$ cat src/rtl/rdr_pkg.sv
package rdr_pkg;
  localparam int unsigned STAT_W    = 32;
  localparam int unsigned OWN_BIT   = 31;
  localparam int unsigned MORE_BIT  = 30;
  localparam int unsigned OK_BIT    = 27;
  localparam int unsigned ABORT_BIT = 26;
  localparam int unsigned OVER_BIT  = 25;
  localparam int unsigned LONG_BIT  = 22;
  localparam int unsigned CRC_BIT   = 19;
  localparam int unsigned ALIGN_BIT = 18;

  typedef struct packed {
    logic abort;
    logic overrun;
    logic crc;
    logic align;
  } rx_err_t;
endpackage

$ cat src/rtl/rdr_desc_mem.sv
module rdr_desc_mem
  import rdr_pkg::*;
#(
  parameter int unsigned DEPTH    = 4,
  parameter int unsigned IDX_W    = 2,
  parameter int unsigned BUF_SIZE = 1536
) (
  input  logic              clk_i,
  input  logic              rst_ni,
  input  logic              wr_en_i,
  input  logic [IDX_W-1:0]  wr_idx_i,
  input  logic [STAT_W-1:0] wr_status_i,
  input  logic [IDX_W-1:0]  wr_buf_i,
  input  logic              rearm_i,
  input  logic [IDX_W-1:0]  rearm_idx_i,
  input  logic [IDX_W-1:0]  cur_idx_i,
  output logic [STAT_W-1:0] cur_status_o,
  output logic [IDX_W-1:0]  cur_buf_o,
  input  logic [IDX_W-1:0]  rd_idx_i,
  output logic [STAT_W-1:0] rd_status_o,
  output logic [IDX_W-1:0]  rd_buf_o
);
  localparam logic [STAT_W-1:0] ARM_WORD = STAT_W'(BUF_SIZE);

  logic [STAT_W-1:0] stat_q [DEPTH];
  logic [IDX_W-1:0]  buf_q  [DEPTH];

  for (genvar g = 0; g < DEPTH; g++) begin : g_slot
    localparam logic [IDX_W-1:0] SLOT = IDX_W'(g);
    always_ff @(posedge clk_i or negedge rst_ni) begin
      if (!rst_ni) begin
        stat_q[g] <= ARM_WORD;
        buf_q[g]  <= SLOT;
      end else if (rearm_i && rearm_idx_i == SLOT) begin
        // re-arm has priority over an engine write to the same slot
        stat_q[g] <= ARM_WORD;
        buf_q[g]  <= SLOT;
      end else if (wr_en_i && wr_idx_i == SLOT) begin
        stat_q[g] <= wr_status_i;
        buf_q[g]  <= wr_buf_i;
      end
    end
  end

  assign cur_status_o = stat_q[cur_idx_i];
  assign cur_buf_o    = buf_q[cur_idx_i];
  assign rd_status_o  = stat_q[rd_idx_i];
  assign rd_buf_o     = buf_q[rd_idx_i];

  a_r7_rearm_word: assert property (@(posedge clk_i) disable iff (!rst_ni)
    rearm_i |=> stat_q[$past(rearm_idx_i)] == ARM_WORD
             && buf_q[$past(rearm_idx_i)] == $past(rearm_idx_i));
endmodule

$ cat src/rtl/rdr_status_decode.sv
module rdr_status_decode
  import rdr_pkg::*;
#(
  parameter int unsigned CNT_W     = 12,
  parameter int unsigned CRC_BYTES = 4
) (
  input  logic [STAT_W-1:0] status_i,
  output logic              own_o,
  output logic [CNT_W-1:0]  len_o,
  output logic              bad_o,
  output rx_err_t           err_o
);
  logic status_unused;

  assign own_o = status_i[OWN_BIT];
  assign len_o = status_i[CNT_W-1:0] - CNT_W'(CRC_BYTES);
  // accept only More=0, PacketOK=1, Long=0
  assign bad_o = status_i[MORE_BIT] || !status_i[OK_BIT] || status_i[LONG_BIT];
  assign err_o = '{abort:   status_i[ABORT_BIT],
                   overrun: status_i[OVER_BIT],
                   crc:     status_i[CRC_BIT],
                   align:   status_i[ALIGN_BIT]};
  assign status_unused = ^status_i;
endmodule

$ cat src/rtl/rdr_ring_ctrl.sv
module rdr_ring_ctrl
  import rdr_pkg::*;
#(
  parameter int unsigned DEPTH = 4,
  parameter int unsigned IDX_W = 2,
  parameter int unsigned CNT_W = 12
) (
  input  logic             clk_i,
  input  logic             rst_ni,
  input  logic             own_i,
  input  logic [CNT_W-1:0] len_i,
  input  logic             bad_i,
  input  rx_err_t          err_i,
  input  logic [IDX_W-1:0] buf_i,
  input  logic             rec_ready_i,
  output logic [IDX_W-1:0] ptr_o,
  output logic             rec_valid_o,
  output logic [CNT_W-1:0] rec_len_o,
  output logic [IDX_W-1:0] rec_buf_o,
  output logic             rec_bad_o,
  output rx_err_t          rec_err_o,
  output logic             rearm_o,
  output logic             restart_o
);
  localparam logic [IDX_W-1:0] LAST = IDX_W'(DEPTH - 1);

  logic [IDX_W-1:0] ptr_q;
  logic             valid_q;
  logic             restart_q;
  logic             take;

  assign take    = !valid_q && own_i;
  assign rearm_o = valid_q && rec_ready_i;

  always_ff @(posedge clk_i or negedge rst_ni) begin
    if (!rst_ni) begin
      ptr_q     <= '0;
      valid_q   <= 1'b0;
      restart_q <= 1'b0;
      rec_len_o <= '0;
      rec_buf_o <= '0;
      rec_bad_o <= 1'b0;
      rec_err_o <= '0;
    end else begin
      restart_q <= rearm_o;
      if (take) begin
        valid_q   <= 1'b1;
        rec_len_o <= len_i;
        rec_buf_o <= buf_i;
        rec_bad_o <= bad_i;
        rec_err_o <= err_i;
      end else if (rearm_o) begin
        valid_q <= 1'b0;
        ptr_q   <= (ptr_q == LAST) ? '0 : ptr_q + 1'b1;
      end
    end
  end

  assign ptr_o       = ptr_q;
  assign rec_valid_o = valid_q;
  assign restart_o   = restart_q;

  a_r2_rise_needs_own: assert property (@(posedge clk_i) disable iff (!rst_ni)
    $rose(valid_q) |-> $past(own_i));
  a_r6_hold: assert property (@(posedge clk_i) disable iff (!rst_ni)
    (valid_q && !rec_ready_i) |=> valid_q && $stable(rec_len_o) && $stable(rec_buf_o)
      && $stable(rec_bad_o) && $stable(rec_err_o));
  a_r8_step: assert property (@(posedge clk_i) disable iff (!rst_ni)
    rearm_o |=> ptr_q == (($past(ptr_q) == LAST) ? '0 : $past(ptr_q) + 1'b1));
  a_r8_ptr_still: assert property (@(posedge clk_i) disable iff (!rst_ni)
    !rearm_o |=> $stable(ptr_q));
  a_r9_pulse: assert property (@(posedge clk_i) disable iff (!rst_ni)
    rearm_o |=> restart_q);
  a_r9_single: assert property (@(posedge clk_i) disable iff (!rst_ni)
    restart_q |=> !restart_q);
endmodule

$ cat src/rtl/rx_desc_ring.sv
module rx_desc_ring
  import rdr_pkg::*;
#(
  parameter int unsigned DEPTH     = 4,
  parameter int unsigned CNT_W     = 12,
  parameter int unsigned BUF_SIZE  = 1536,
  parameter int unsigned CRC_BYTES = 4,
  localparam int unsigned IDX_W    = (DEPTH > 1) ? $clog2(DEPTH) : 1,
  localparam int unsigned ERR_W    = $bits(rx_err_t)
) (
  input  logic              clk_i,
  input  logic              rst_ni,
  input  logic              wr_en_i,
  input  logic [IDX_W-1:0]  wr_idx_i,
  input  logic [STAT_W-1:0] wr_status_i,
  input  logic [IDX_W-1:0]  wr_buf_i,
  input  logic [IDX_W-1:0]  rd_idx_i,
  output logic [STAT_W-1:0] rd_status_o,
  output logic [IDX_W-1:0]  rd_buf_o,
  output logic              rec_valid_o,
  input  logic              rec_ready_i,
  output logic [CNT_W-1:0]  rec_len_o,
  output logic [IDX_W-1:0]  rec_buf_o,
  output logic              rec_bad_o,
  output logic [ERR_W-1:0]  rec_err_o,
  output logic              rx_restart_o
);
  logic [IDX_W-1:0]  ptr;
  logic [STAT_W-1:0] cur_status;
  logic [IDX_W-1:0]  cur_buf;
  logic              own, bad, rearm;
  logic [CNT_W-1:0]  len;
  rx_err_t           err, rec_err;

  rdr_desc_mem #(.DEPTH(DEPTH), .IDX_W(IDX_W), .BUF_SIZE(BUF_SIZE)) u_mem (
    .clk_i, .rst_ni, .wr_en_i, .wr_idx_i, .wr_status_i, .wr_buf_i,
    .rearm_i(rearm), .rearm_idx_i(ptr), .cur_idx_i(ptr),
    .cur_status_o(cur_status), .cur_buf_o(cur_buf),
    .rd_idx_i, .rd_status_o, .rd_buf_o);

  rdr_status_decode #(.CNT_W(CNT_W), .CRC_BYTES(CRC_BYTES)) u_dec (
    .status_i(cur_status), .own_o(own), .len_o(len), .bad_o(bad), .err_o(err));

  rdr_ring_ctrl #(.DEPTH(DEPTH), .IDX_W(IDX_W), .CNT_W(CNT_W)) u_ctrl (
    .clk_i, .rst_ni, .own_i(own), .len_i(len), .bad_i(bad), .err_i(err),
    .buf_i(cur_buf), .rec_ready_i, .ptr_o(ptr), .rec_valid_o, .rec_len_o,
    .rec_buf_o, .rec_bad_o, .rec_err_o(rec_err), .rearm_o(rearm),
    .restart_o(rx_restart_o));

  assign rec_err_o = rec_err;

  a_r9_no_spurious: assert property (@(posedge clk_i) disable iff (!rst_ni)
    rx_restart_o |-> $past(rec_valid_o && rec_ready_i));
  a_r7_disowned: assert property (@(posedge clk_i) disable iff (!rst_ni)
    rx_restart_o |-> !rec_valid_o);
endmodule

$ cat config.mk
export PLATFORM = sky130hd
export DESIGN_NAME = rx_desc_ring
export DESIGN_NICKNAME = d
export VERILOG_FILES = /design/src/rtl/rdr_pkg.sv /design/src/rtl/rdr_desc_mem.sv /design/src/rtl/rdr_status_decode.sv /design/src/rtl/rdr_ring_ctrl.sv /design/src/rtl/rx_desc_ring.sv
export SDC_FILE = /design/constraint.sdc
export NUM_CORES = 1
export LEC_CHECK = 0
export BUFFER_PORTS_ARGS = -buffer_cell sky130_fd_sc_hd__buf_2
export CORE_MARGIN = 4
export CORE_UTILIZATION = 45
export DETAILED_ROUTE_END_ITERATION = 10
export PLACE_DENSITY = 0.67
export SYNTH_ARGS = -nofsm -noshare
export SYNTH_HDL_FRONTEND = slang
export SYNTH_HIERARCHICAL = 1
export SYNTH_SLANG_ARGS = --single-unit
$ cat constraint.sdc
create_clock -name clk_i -period 2.7 [get_ports clk_i]
set_input_delay 0.54 -clock clk_i [delete_from_list [all_inputs] [get_ports clk_i]]
set_output_delay 0.54 -clock clk_i [all_outputs]
set_load 0.005 [all_outputs]
==> metrics.log <==
[metrics] DRC violations left: 0
[metrics] crit share post-route: 91.0%
[metrics] initial core utilization: 46.5%
[metrics] Die Span Y: 142 µm
[metrics] Final Cell Area: 0.00953 mm²
[metrics] critical path fanouts, max: 7
[metrics] area growth from synthesis to layout: 17.2%
[metrics] first-pass detailed-route iteration total: 7
[metrics] post-cts repair resize count: 0
[metrics] reg-to-reg critical path endpoint: u_ctrl/rec_len_o[10]$_DFFE_PN0P_
[metrics] top achievable clock speed: 407 MHz
[metrics] vias in the first global route: 6346
[metrics] Area after DPL: 0.00883 mm²
[metrics] maximum level of the CTS H-tree: 4
[metrics] buffer count from post-CTS setup fixing: 0
[metrics] capturing element type of the critical path: register
[metrics] overall power of the completed layout: 10400 µW
[metrics] setup repair after global routing missed its margin: false
[metrics] data arrival time of the critical path: 2.77 ns
[metrics] final count of hold timing violations: 0
[metrics] Yosys warnings: 6
[metrics] antenna violations before repair: 2
[metrics] Post-Route Setup TNS: 0 ns
[metrics] number of instances in the placed design: 1039
[metrics] HPWL Detailed: 13.6 mm
[metrics] Chip Width: 142 µm
[metrics] Iteration-0 DRC Markers: 532
[metrics] leading cell types in the layout, fill and taps excluded: nand2_1, dfrtp_1, a21oi_1
[metrics] core outline area: 0.0175 mm²
[metrics] Total GRT Usage: 22.7%
[metrics] CTS root buffer: clkbuf_16
[metrics] Routed WL per cell: 20.5 µm
[metrics] clock tree from TritonCTS: built
[metrics] post-detailed-routing wire length: 21.9 mm
[metrics] synthesized area: 0.00813 mm²
[metrics] final net count: 877
[metrics] worst setup path class: register to register
[metrics] global-route wire length before repair: 35.2 mm
[metrics] later-pin clock latency in the skew report: 0.43 ns
[metrics] part of the power in the clock network: 27.4%
[metrics] min Tclk post-route: 2.46 ns
[metrics] required time reported for the critical path endpoint: 3.02 ns
[metrics] Peak supply drop: 604 µV
[metrics] reg-to-reg slack, setup: 0.24 ns
[metrics] Total Die Area: 0.0203 mm²
[metrics] largest net degree at the start of global routing: 62
[metrics] final setup vio count: 0
[metrics] depth of the worst register-to-register path: 6
[metrics] post-synthesis average cell area: 10.7 µm²
[metrics] Post-Synthesis Net Count: 802
[metrics] Port Buffers: 96
[metrics] fraction of layout cells with a size suffix above 1: 36.1%
[metrics] most common library cell in the layout ignoring fill and taps: nand2_1
[metrics] global route overflow: 0
[metrics] class of the most critical hold timing path: input pin to asynchronous set/reset pin
[metrics] number of max-cap violations: 0
[metrics] RR Startpoint: u_ctrl/ptr_o[0]$_DFFE_PN0P_
[metrics] run status: finished clean
[metrics] via-per-instance ratio: 5.66
[metrics] largest buffer count on any clock path: 2
[metrics] remaining antenna violation count: 0
[metrics] routability congestion estimate from global placement: 0.804
[metrics] power share of the combinational group: 34.7%
[metrics] worst slew margin relative to its limit: 51.7%
[metrics] total I/O pin count: 97
[metrics] Leak Pwr: 0.00430 µW
[metrics] register share of total power: 37.9%
[metrics] number of placement rows: 48
[metrics] total internal power: 7100 µW
[metrics] final non-filler cell total: 1071
[metrics] clock sinks: 159
[metrics] via count: 6066
[metrics] net switching power figure: 3350 µW
[metrics] CTS Buf Count: 17
[metrics] Final Max Slew Viols: 0
[metrics] clk slew on worst S/H paths: 0.06 ns
[metrics] Post-Route Skew: 0.0107 ns
[metrics] power density over the cells: 1100 mW/mm²
[metrics] startpoint class of the critical path: register
[metrics] switch share: 32.0%
[metrics] synthesized instance count: 758
[metrics] number of hold buffers added after CTS: 0
[metrics] slew at the pin closest to its max-slew limit: 0.725 ns
==> registers in the layout, summed over array words and instances (netlist names) <==
name                flops
u_ctrl/rec_valid_o      1
u_ctrl/rec_buf_o        2
u_ctrl/rec_err_o        4
u_ctrl/restart_o        1
u_ctrl/ptr_o            2
u_ctrl/rec_len_o       12
u_ctrl/rec_bad_o        1
u_mem/buf_q             8
u_mem/stat_q          128
==> power groups by stage <==
stage | Combinational (µW) | Clock (µW) | Sequential (µW)
after global routing | 4000 | 2990 | 4070
after floorplan | 2790 | 0 | 3780
final | 3620 | 2860 | 3960
after detailed placement | 3630 | 0 | 3980
after CTS | 3650 | 2880 | 3950
after global placement | 3560 | 0 | 3950
==> per-layer routing <==
metal  GRT usage [%]  share of wire (%)  up-vias
li1                -                  -     2740
met4            6.10                1.4        2
met3            5.85                7.7       26
met5               0              0.055        -
met1            30.4                 41     3048
met2            37.1                 50      250
==> through the flow <==
step / hold WS [ns] / worst slack (ns) / utilization (%)
floorplan: 0.244 / 0.0169 / -
global placement: 0.448 / 0.258 / 50.5
detailed placement: 0.453 / 0.253 / 50.5
CTS: 0.110 / 0.225 / 54.5
global route: 0.130 / 0.0870 / 54.5
finish: 0.0887 / 0.244 / 54.5
==> layout make-up <==
class                      count  area [µm²]
timing repair buffer         126         825
tap                          225         282
multi-input combinational    524        3710
inverter                       5        18.8
sequential                   159        4000
fill                        1555        7950
clock buffer                  18         439
clock inverter                13         259
antenna                        1        2.50
==> critical path, stage by stage (launching register included) <==
cell	delay (ns)
dfrtp_2	0.49
buf_4	0.20
mux4_2	0.59
or4b_1	0.60
nor2_1	0.14
xor2_1	0.08
mux2_4	0.25
==> worst max-delay path by stage <==
stage / from / slack (ns) / to / cells after the start
3_3_place_gp: u_ctrl/ptr_o[0]$_DFFE_PN0P_ / 0.26 / u_ctrl/rec_len_o[10]$_DFFE_PN0P_ / 6
3_5_place_dp: u_ctrl/ptr_o[0]$_DFFE_PN0P_ / 0.25 / u_ctrl/rec_len_o[8]$_DFFE_PN0P_ / 7
6_report: u_ctrl/ptr_o[0]$_DFFE_PN0P_ / 0.24 / u_ctrl/rec_len_o[10]$_DFFE_PN0P_ / 6
2_1_floorplan: u_ctrl/ptr_o[0]$_DFFE_PN0P_ / 0.02 / u_ctrl/rec_len_o[10]$_DFFE_PN0P_ / 9
5_1_grt: u_ctrl/ptr_o[0]$_DFFE_PN0P_ / 0.09 / u_ctrl/rec_len_o[10]$_DFFE_PN0P_ / 6
4_1_cts: u_ctrl/ptr_o[0]$_DFFE_PN0P_ / 0.22 / u_ctrl/rec_len_o[8]$_DFFE_PN0P_ / 6
No activity file was read; power rests on OpenSTA's default activity.
